File: src/rtl/gpio_pkg.sv
package gpio_pkg;

    localparam int unsigned DATA_W = 8;
    localparam int unsigned ADDR_W = 4;

    typedef enum logic [ADDR_W-1:0] {
        A_IN    = 4'd0,
        A_OUT   = 4'd1,
        A_DIR   = 4'd2,
        A_PEN   = 4'd3,
        A_DRV   = 4'd4,
        A_FSEL  = 4'd5,
        A_IE    = 4'd6,
        A_EDGE  = 4'd7,
        A_FLAG  = 4'd8,
        A_VEC   = 4'd9
    } reg_addr_e;

    typedef struct packed {
        logic              wr;
        logic              rd;
        logic [ADDR_W-1:0] addr;
        logic [DATA_W-1:0] wdata;
    } bus_req_t;

    typedef enum logic {
        EDGE_RISE = 1'b0,
        EDGE_FALL = 1'b1
    } edge_sel_e;

endpackage

File: src/rtl/gpio_sync.sv
module gpio_sync #(
    parameter int unsigned W = 8
) (
    input  logic         clk,
    input  logic         rst,
    input  logic [W-1:0] async_in,
    output logic [W-1:0] sync_out
);
    logic [W-1:0] stage1_q;
    logic [W-1:0] stage2_q;

    always_ff @(posedge clk) begin
        if (rst) begin
            stage1_q <= '0;
            stage2_q <= '0;
        end else begin
            stage1_q <= async_in;
            stage2_q <= stage1_q;
        end
    end

    assign sync_out = stage2_q;
endmodule

File: src/rtl/gpio_regs.sv
module gpio_regs
    import gpio_pkg::*;
#(
    parameter int unsigned W     = 8,
    parameter int unsigned VEC_W = 5
) (
    input  logic              clk,
    input  logic              rst,
    input  bus_req_t          req,
    output logic [DATA_W-1:0] rdata,
    input  logic [W-1:0]      sync_in,
    input  logic [W-1:0]      flag,
    input  logic [VEC_W-1:0]  vec,
    output logic [W-1:0]      out_q,
    output logic [W-1:0]      dir_q,
    output logic [W-1:0]      pen_q,
    output logic [W-1:0]      drv_q,
    output logic [W-1:0]      fsel_q,
    output logic [W-1:0]      ie_q,
    output logic [W-1:0]      edge_q,
    output logic [W-1:0]      flag_w1c,
    output logic              vec_rd
);
    function automatic logic [DATA_W-1:0] zext_line(input logic [W-1:0] v);
        logic [DATA_W-1:0] r;
        r = '0;
        r[W-1:0] = v;
        return r;
    endfunction

    function automatic logic [DATA_W-1:0] zext_vec(input logic [VEC_W-1:0] v);
        logic [DATA_W-1:0] r;
        r = '0;
        r[VEC_W-1:0] = v;
        return r;
    endfunction

    always_ff @(posedge clk) begin
        if (rst) begin
            out_q  <= '0;
            dir_q  <= '0;
            pen_q  <= '0;
            drv_q  <= '0;
            fsel_q <= '0;
            ie_q   <= '0;
            edge_q <= '0;
        end else if (req.wr) begin
            case (req.addr)
                A_OUT:   out_q  <= req.wdata[W-1:0];
                A_DIR:   dir_q  <= req.wdata[W-1:0];
                A_PEN:   pen_q  <= req.wdata[W-1:0];
                A_DRV:   drv_q  <= req.wdata[W-1:0];
                A_FSEL:  fsel_q <= req.wdata[W-1:0];
                A_IE:    ie_q   <= req.wdata[W-1:0];
                A_EDGE:  edge_q <= req.wdata[W-1:0];
                default: ;
            endcase
        end
    end

    always_comb begin
        flag_w1c = (req.wr && req.addr == A_FLAG) ? req.wdata[W-1:0] : '0;
        vec_rd   = req.rd && (req.addr == A_VEC);
    end

    always_comb begin
        case (req.addr)
            A_IN:    rdata = zext_line(sync_in);
            A_OUT:   rdata = zext_line(out_q);
            A_DIR:   rdata = zext_line(dir_q);
            A_PEN:   rdata = zext_line(pen_q);
            A_DRV:   rdata = zext_line(drv_q);
            A_FSEL:  rdata = zext_line(fsel_q);
            A_IE:    rdata = zext_line(ie_q);
            A_EDGE:  rdata = zext_line(edge_q);
            A_FLAG:  rdata = zext_line(flag);
            A_VEC:   rdata = zext_vec(vec);
            default: rdata = '0;
        endcase
    end
endmodule

File: src/rtl/gpio_irq.sv
module gpio_irq
    import gpio_pkg::*;
#(
    parameter int unsigned W     = 8,
    parameter int unsigned VEC_W = 5
) (
    input  logic             clk,
    input  logic             rst,
    input  logic [W-1:0]     sync_in,
    input  logic [W-1:0]     ie,
    input  logic [W-1:0]     edge_sel,
    input  logic [W-1:0]     flag_w1c,
    input  logic             vec_rd,
    output logic [W-1:0]     flag,
    output logic [VEC_W-1:0] vec,
    output logic             irq
);
    logic [W-1:0] prev_q;
    logic [W-1:0] hit;
    logic [W-1:0] pending;
    logic [W-1:0] sel_line;
    logic [W-1:0] clr;

    for (genvar i = 0; i < W; i++) begin : g_edge
        always_comb begin
            if (edge_sel_e'(edge_sel[i]) == EDGE_FALL)
                hit[i] = prev_q[i] & ~sync_in[i];
            else
                hit[i] = sync_in[i] & ~prev_q[i];
        end
    end

    assign pending = flag & ie;
    assign irq     = |pending;

    always_comb begin
        vec      = '0;
        sel_line = '0;
        for (int i = W - 1; i >= 0; i--) begin
            if (pending[i]) begin
                vec      = VEC_W'(2 * (i + 1));
                sel_line = '0;
                sel_line[i] = 1'b1;
            end
        end
    end

    assign clr = flag_w1c | (vec_rd ? sel_line : '0);

    always_ff @(posedge clk) begin
        if (rst) begin
            prev_q <= '0;
            flag   <= '0;
        end else begin
            prev_q <= sync_in;
            flag   <= (flag & ~clr) | hit;
        end
    end
endmodule

File: src/rtl/gpio_pad_mux.sv
module gpio_pad_mux #(
    parameter int unsigned W = 8
) (
    input  logic [W-1:0] out_q,
    input  logic [W-1:0] dir_q,
    input  logic [W-1:0] pen_q,
    input  logic [W-1:0] drv_q,
    input  logic [W-1:0] fsel_q,
    input  logic [W-1:0] periph_out,
    input  logic [W-1:0] periph_oe,
    output logic [W-1:0] pad_out,
    output logic [W-1:0] pad_oe,
    output logic [W-1:0] pad_pull_up,
    output logic [W-1:0] pad_pull_dn,
    output logic [W-1:0] pad_drive_full
);
    for (genvar i = 0; i < W; i++) begin : g_line
        logic pull_on;
        assign pull_on = pen_q[i] & ~dir_q[i];

        always_comb begin
            if (fsel_q[i]) begin
                pad_out[i] = periph_out[i];
                pad_oe[i]  = dir_q[i] & periph_oe[i];
            end else begin
                pad_out[i] = out_q[i];
                pad_oe[i]  = dir_q[i];
            end
        end

        assign pad_pull_up[i]    = pull_on &  out_q[i];
        assign pad_pull_dn[i]    = pull_on & ~out_q[i];
        assign pad_drive_full[i] = drv_q[i];
    end
endmodule

File: src/rtl/gpio_port_ctrl.sv
module gpio_port_ctrl
    import gpio_pkg::*;
#(
    parameter int unsigned W = 8
) (
    input  logic              clk,
    input  logic              rst,
    input  logic              bus_wr,
    input  logic              bus_rd,
    input  logic [ADDR_W-1:0] bus_addr,
    input  logic [DATA_W-1:0] bus_wdata,
    output logic [DATA_W-1:0] bus_rdata,
    input  logic [W-1:0]      pin_in,
    input  logic [W-1:0]      periph_out,
    input  logic [W-1:0]      periph_oe,
    output logic [W-1:0]      periph_in,
    output logic [W-1:0]      pad_out,
    output logic [W-1:0]      pad_oe,
    output logic [W-1:0]      pad_pull_up,
    output logic [W-1:0]      pad_pull_dn,
    output logic [W-1:0]      pad_drive_full,
    output logic              irq
);
    localparam int unsigned VEC_W = $clog2(2 * W + 1);

    bus_req_t         req;
    logic [W-1:0]     sync_w;
    logic [W-1:0]     flag_w;
    logic [VEC_W-1:0] vec_w;
    logic [W-1:0]     out_w, dir_w, pen_w, drv_w, fsel_w, ie_w, edge_w;
    logic [W-1:0]     w1c_w;
    logic             vec_rd_w;

    assign req = '{wr: bus_wr, rd: bus_rd, addr: bus_addr, wdata: bus_wdata};

    gpio_sync #(.W(W)) u_sync (
        .clk(clk), .rst(rst), .async_in(pin_in), .sync_out(sync_w)
    );

    gpio_regs #(.W(W), .VEC_W(VEC_W)) u_regs (
        .clk(clk), .rst(rst), .req(req), .rdata(bus_rdata),
        .sync_in(sync_w), .flag(flag_w), .vec(vec_w),
        .out_q(out_w), .dir_q(dir_w), .pen_q(pen_w), .drv_q(drv_w),
        .fsel_q(fsel_w), .ie_q(ie_w), .edge_q(edge_w),
        .flag_w1c(w1c_w), .vec_rd(vec_rd_w)
    );

    gpio_irq #(.W(W), .VEC_W(VEC_W)) u_irq (
        .clk(clk), .rst(rst), .sync_in(sync_w), .ie(ie_w),
        .edge_sel(edge_w), .flag_w1c(w1c_w), .vec_rd(vec_rd_w),
        .flag(flag_w), .vec(vec_w), .irq(irq)
    );

    gpio_pad_mux #(.W(W)) u_pad (
        .out_q(out_w), .dir_q(dir_w), .pen_q(pen_w), .drv_q(drv_w),
        .fsel_q(fsel_w), .periph_out(periph_out), .periph_oe(periph_oe),
        .pad_out(pad_out), .pad_oe(pad_oe), .pad_pull_up(pad_pull_up),
        .pad_pull_dn(pad_pull_dn), .pad_drive_full(pad_drive_full)
    );

    assign periph_in = sync_w;
endmodule

File: config.mk
export PLATFORM = sky130hd
export DESIGN_NAME = gpio_port_ctrl
export DESIGN_NICKNAME = d
export VERILOG_FILES = /design/src/rtl/gpio_pkg.sv /design/src/rtl/gpio_sync.sv /design/src/rtl/gpio_regs.sv /design/src/rtl/gpio_irq.sv /design/src/rtl/gpio_pad_mux.sv /design/src/rtl/gpio_port_ctrl.sv
export SDC_FILE = /design/constraint.sdc
export NUM_CORES = 1
export LEC_CHECK = 0
export BUFFER_PORTS_ARGS = -buffer_cell sky130_fd_sc_hd__buf_4
export CAP_MARGIN = 20
export CORE_ASPECT_RATIO = 1.1
export CORE_MARGIN = 2
export CORE_UTILIZATION = 54
export DETAILED_ROUTE_END_ITERATION = 8
export PLACE_DENSITY = 0.81
export SLEW_MARGIN = 20
export SYNTH_ARGS = -nofsm -noshare
export SYNTH_HDL_FRONTEND = slang
export SYNTH_SLANG_ARGS = --single-unit
File: constraint.sdc
create_clock -name clk -period 1.95 [get_ports clk]
set_input_delay 0.0975 -clock clk [delete_from_list [all_inputs] [get_ports clk]]
set_output_delay 0.0975 -clock clk [all_outputs]
set_load 0.02 [all_outputs]
== After elaboration in Yosys (flattened, before gate mapping) ==
Index checks and enable logic that the tools add are counted.

* RAM bits: 0
* ROM bits: 0
* Input port bits: 40
* Word-level logic and storage cells: 159
* Latch bits: 0
* Memories: 0
* Register bits after elaboration: 88

* Muxes and demuxes: 43
* Bitwise operators: 85
* Multiply operators: 0
* Add/sub/neg operators: 0
* Shifts and indexed selects: 0
* Reductions and logical operators: 11
* Eq/ne operators: 9
* Order comparisons: 0
* Div/mod/pow operators: 0

{| class="wikitable"
|+ Operators by type and width
! cell !! count
|-
| $mux 8 || 10
|-
| $pmux 8 s10 || 1
|-
| $and 1x1->1 || 48
|-
| $mux 5 || 8
|-
| $not 1->1 || 32
|-
| $mux 1 || 24
|-
| $and 8x8->8 || 2
|-
| $eq 4x3->1 const B || 4
|-
| $or 8x8->8 || 2
|-
| $reduce_and 2->1 || 7
|-
| $eq 4x2->1 const B || 2
|-
| $eq 4x4->1 const B || 2
|-
| $not 8->8 || 1
|-
| $reduce_or 8->1 || 1
|-
| $eq 4x1->1 const B || 1
|-
| $logic_not 4->1 || 1
|-
| $logic_and 1x1->1 || 2
|}

== Logic depth before layout (Yosys ltp) ==
* Word-level depth: 14
* Gate-level depth with buffers: 7

== By module ==
A second synthesis with hierarchy kept.

* Cells, all modules: 505
* Area, all modules: 4550.6 µm²

{| class="wikitable"
|+ Modules (own cells, without submodules)
! module !! cells an instance !! times used !! seq. area each (µm²) !! area each (µm²)
|-
| gpio_regs || 323 || 1 || 1121.1 || 2845.2
|-
| gpio_irq || 101 || 1 || 320.3 || 840.8
|-
| gpio_sync || 33 || 1 || 320.3 || 464.2
|-
| gpio_pad_mux || 48 || 1 || 0.0 || 400.4
|}

== Least setup slack after synthesis ==
Ideal clock, no wire load.

* Kind: reg-to-output
* Start point: register u_irq.flag[2]
* End point: output bus_rdata[4]
* Arrival: 1.508 ns
* Slack: 0.344 ns
* Required time: 1.852 ns
* Stages on the path, launching flop included: 5
* Path through: dfxtp_1 a222oi_1 nand2_1 or3_1 o221ai_1

* Longest elaborated chain between the ends: 5

{| class="wikitable"
|+ RTL lines
! what !! RTL line !! source
|-
| start, declared || gpio_irq.sv:14 || <nowiki>output logic [W-1:0] flag,</nowiki>
|-
| start signal, assigned || gpio_irq.sv:56 || <nowiki>flag <= (flag & ~clr) | hit;</nowiki>
|-
| $and 8x8->8 || gpio_irq.sv:33 || <nowiki>assign pending = flag & ie;</nowiki>
|-
| $mux 5 (3 in series) || gpio_irq.sv:40 || <nowiki>if (pending[i]) begin</nowiki>
|-
| $pmux 8 s10 || gpio_regs.sv:67 || <nowiki>case (req.addr)</nowiki>
|-
| end, declared || gpio_port_ctrl.sv:12 || <nowiki>output logic [DATA_W-1:0] bus_rdata,</nowiki>
|}

No other way between the ends.

== Worst setup path in the final report ==
Same ends and word-level chain as after synthesis.

==> summary.txt <==
Yosys
  – Number of enable flip-flop cells after synthesis: 0
  – Cell count after synthesis: 482
  – Net count of the mapped netlist: 522
  – Synthesis-stage register bit count: 88
  – Number of distinct library cells after synthesis: 58
  – Post-synthesis instance area: 4380 sq um
  – Syn. warnings: 0
  – Average cell area after synthesis: 9.08 sq um
  – Asr flop ratio synth: 0%
  – Share of the yosys chip area belonging to registers: 40.3%
  – Most used flip-flop cell after synthesis: sky130_fd_sc_hd__dfxtp_1

Clock network
  – Clock latency on the worst-skew pair: 0.37 ns
  – Clock-pin transition on the worst setup and hold timing paths: 0.09 ns
  – Max Root-Sink Buffers: 2
  – Clock Sinks: 88
  – TritonCTS clock tree: done
  – Htree depth: 3
  – Number of clock buffers inserted by TritonCTS: 9
  – Clk Tree Root Cell: sky130_fd_sc_hd__clkbuf_8

Critical path
  – Critical path class: flop to output port
  – Worst setup path endpoint: bus_rdata[4]
  – Critical path buffer and inverter count: 1
  – Signal arrival time at the worst endpoint: 1.87 ns
  – CP top delay family: compound AO/OA/AOI/OAI gates
  – Critical Path Start Type: flop
  – Depth of the critical timing path with buffers and inverters included: 5
  – End of the worst register-to-register path: u_irq.flag[7]
  – Standard cell with the maximum stage delay on the critical path: sky130_fd_sc_hd__a222oi_1
  – Worst setup path startpoint: u_irq.flag[2]
  – Launching point of the worst reg2reg path: u_irq.flag[2]
  – Delay contributed by the slowest stage of the critical path: 0.43 ns
  – CP max FO: 5
  – Cells along the critical path: a222oi_1 -> nand2_1 -> or3_4 -> o221ai_2 -> buf_4
  – Worst reg-to-reg setup slack: 0.02 ns
  – Critical path endpoint category: output port
  – Required @ worst endpoint: 1.85 ns
  – Worst R2R Path Depth: 8

Finish
  – Post-layout net count: 629
  – Commonest cells after routing, fill and taps aside: 120 x sky130_fd_sc_hd__buf_4, 80 x sky130_fd_sc_hd__dfxtp_1, 49 x sky130_fd_sc_hd__mux2i_1, 47 x sky130_fd_sc_hd__nor2_1, 30 x sky130_fd_sc_hd__nand2_1
  – Diodes inserted: 0
  – Commonest non-fill, non-tap cell in the layout: sky130_fd_sc_hd__buf_4
  – Area Growth Syn to Fin: 30.3%
  – Share of final-layout standard cells stronger than drive strength 1: 31.6%
  – Post-route design area: 5700 sq um

Timing
  – Setup repair after global routing missed its margin: true
  – Final period util: 101%
  – Final count of pins violating max slew: 0
  – F_max: 0.509 GHz
  – Fin crit period: 1.96 ns
  – Final worst clock skew: 0.00384 ns
  – Measured slew at the worst slew-check pin: 0.566 ns
  – Worst path setup slack after routing: -0.0132 ns
  – Remaining max-slew budget at the tightest pin: 62.1%
  – Final setup vio count: 1
  – Final hold slack: 0.0197 ns
  – Number of hold-slack violations in the final timing report: 0

Global routing
  – GRT Residual Overflow: 0
  – Initial antenna violation count: 0
  – Global-route wire length before repair: 20,500 microns
  – Pin count of the biggest net entering global routing: 49
  – Total global-route track usage: 29.1%
  – Number of global-route vias before repair: 4,151

Route
  – Final antenna-violating net count: 0
  – Via density per instance: 6.04
  – Total Routed Length: 12,900 microns
  – Initial drt markers: 306
  – Post-DR wirelength/cell: 18.4 microns
  – Routed via count: 4,238
  – First-pass DRT Iterations: 7
  – DRC viols: 0

Outcome
  – Status: finished with violations
  – Failing checks: negative setup slack

Die
  – Height of the die: 98.4 microns
  – Effective utilization at floorplan: 55.6%
  – Number of ports placed on the die boundary: 97
  – Overall die width: 89.8 microns
  – Floorplan row count: 34
  – Core footprint: 7870 sq um
  – Die Area: 8840 sq um

Place
  – Post-place instance area: 5250 sq um
  – Estimated wirelength of the detail-placed design: 9090 microns
  – Port Buffer Count: 96
  – Placer's final routability congestion estimate: 0.981

Pwr
  – Power density relative to cell area: 686 nW/um^2
  – Sum of internal, switching and leakage power: 0.00391 W
  – Static Leak: 2.44 nW
  – Maximum vdd ir drop: 0.000432 V

Worst hold path
  – Type of the tightest min-delay check: primary input to flop
  – Startpoint of the worst hold path: bus_wdata[1]

Job
  – Maximum Capacitance Violations: 0
==> cell type report <==
class,count,area (sq um)
tap,108,135
fill,628,2170
multi-input combinational,348,2470
timing repair buffer,131,1030
clock inverter,7,126
clock buffer,9,124
inverter,11,41.3
sequential,88,1780
==> flip-flops by register name (all words and copies together) (netlist names) <==
register,count
u_irq.flag,8
u_irq.prev_q,8
u_regs.dir_q,8
u_regs.drv_q,8
u_regs.edge_q,8
u_regs.fsel_q,8
u_regs.ie_q,8
u_regs.out_q,8
u_regs.pen_q,8
u_sync.stage1_q,8
u_sync.sync_out,8
==> how the worst min path moves through the flow <==
stage | endpoint | depth (start not counted)
floorplan | u_sync.stage1_q[0] | 1
global placement | u_sync.stage1_q[2] | 2
detailed placement | u_sync.stage1_q[5] | 2
CTS | u_regs.edge_q[2] | 3
global route | u_regs.ie_q[1] | 3
finish | u_regs.ie_q[1] | 3
==> Yosys cell counts (4+ instances only) <==
| cell type | n | area share [%] |
|---|---|---|
| sky130_fd_sc_hd__nand4_1 | 4 | 0.57 |
| sky130_fd_sc_hd__and3b_1 | 8 | 1.6 |
| sky130_fd_sc_hd__o211ai_1 | 6 | 1.0 |
| sky130_fd_sc_hd__a21oi_1 | 18 | 2.1 |
| sky130_fd_sc_hd__mux2_2 | 12 | 3.1 |
| sky130_fd_sc_hd__mux2i_1 | 50 | 11 |
| sky130_fd_sc_hd__buf_2 | 8 | 0.92 |
| sky130_fd_sc_hd__o21ai_0 | 18 | 2.1 |
| sky130_fd_sc_hd__nand2_1 | 31 | 2.7 |
| sky130_fd_sc_hd__a31oi_1 | 11 | 1.6 |
| sky130_fd_sc_hd__dfxtp_1 | 88 | 40 |
| sky130_fd_sc_hd__inv_1 | 10 | 0.86 |
| sky130_fd_sc_hd__nor2b_1 | 28 | 4.0 |
| sky130_fd_sc_hd__or3b_2 | 8 | 1.6 |
| sky130_fd_sc_hd__a22oi_1 | 7 | 1.2 |
| sky130_fd_sc_hd__nand3_1 | 22 | 2.5 |
| sky130_fd_sc_hd__clkbuf_1 | 22 | 1.9 |
| sky130_fd_sc_hd__nand3b_1 | 10 | 1.7 |
| sky130_fd_sc_hd__nor2_1 | 47 | 4.0 |
| sky130_fd_sc_hd__a21boi_0 | 8 | 1.4 |
| sky130_fd_sc_hd__nor3b_1 | 8 | 1.4 |
==> repair_timing <==
| action | 4_1_cts | 5_1_grt |
|---|---|---|
| endpoints found under the setup margin | 3 | 5 |
| cloned | 0 | 0 |
| pin swaps | 4 | 9 |
| hold buffers | 8 | 0 |
| buffers inserted | 6 | 2 |
| endpoints found under the hold margin | 8 | 0 |
| resized for setup | 8 | 11 |
==> logic make-up after synthesis <==
kind of cell | Yosys count | synth area share (%)
AO/OA/AOI/OAI | 98 | 15.0
buffers and inverters | 46 | 4.35
multiplexers | 66 | 16.3
flip-flops | 88 | 40.3
AND/OR/NAND/NOR | 184 | 24.0
==> power by group <==
| group | switching, W | leakage [nW] | internal [W] | total, W |
|---|---|---|---|---|
| clock | 0.000714 | 0.128 | 0.000871 | 0.00159 |
| combinational | 0.000243 | 1.59 | 0.000198 | 0.000441 |
| sequential | 0.0000437 | 0.719 | 0.00184 | 0.00188 |
| total | 0.00100 | 2.44 | 0.00291 | 0.00391 |
==> per-layer routing <==
metal | global-route usage (%) | vias up | wire length [microns]
met5 | 0 | - | 0
met4 | 13.6 | 0 | 390
met3 | 5.20 | 35 | 843
met2 | 53.1 | 213 | 6780
met1 | 33.2 | 2026 | 4910
li1 | - | 1964 | -
==> through the flow <==
step | worst slack (ns) | utilization [%] | std cells | setup TNS [ns]
4_1_cts | 0.00802 | 71.8 | 700 | 0
3_5_place_dp | 0.259 | 66.7 | 670 | 0
2_1_floorplan | 0.344 | - | 482 | 0
3_3_place_gp | 0.271 | 66.7 | 670 | 0
5_1_grt | -0.0500 | 72.4 | 702 | -0.0986
6_report | -0.0132 | 72.4 | 702 | -0.0132
==> worst reg2reg max path, cell delays in order (launching register included) <==
cell and delay (ns):
sky130_fd_sc_hd__dfxtp_2 0.35, sky130_fd_sc_hd__a222oi_1 0.43, sky130_fd_sc_hd__nand2_1 0.13, sky130_fd_sc_hd__buf_4 0.15, sky130_fd_sc_hd__buf_4 0.12, sky130_fd_sc_hd__buf_4 0.12
sky130_fd_sc_hd__buf_4 0.13, sky130_fd_sc_hd__o31ai_4 0.26, sky130_fd_sc_hd__a31oi_1 0.11
Power figures use the tool's default switching activity.
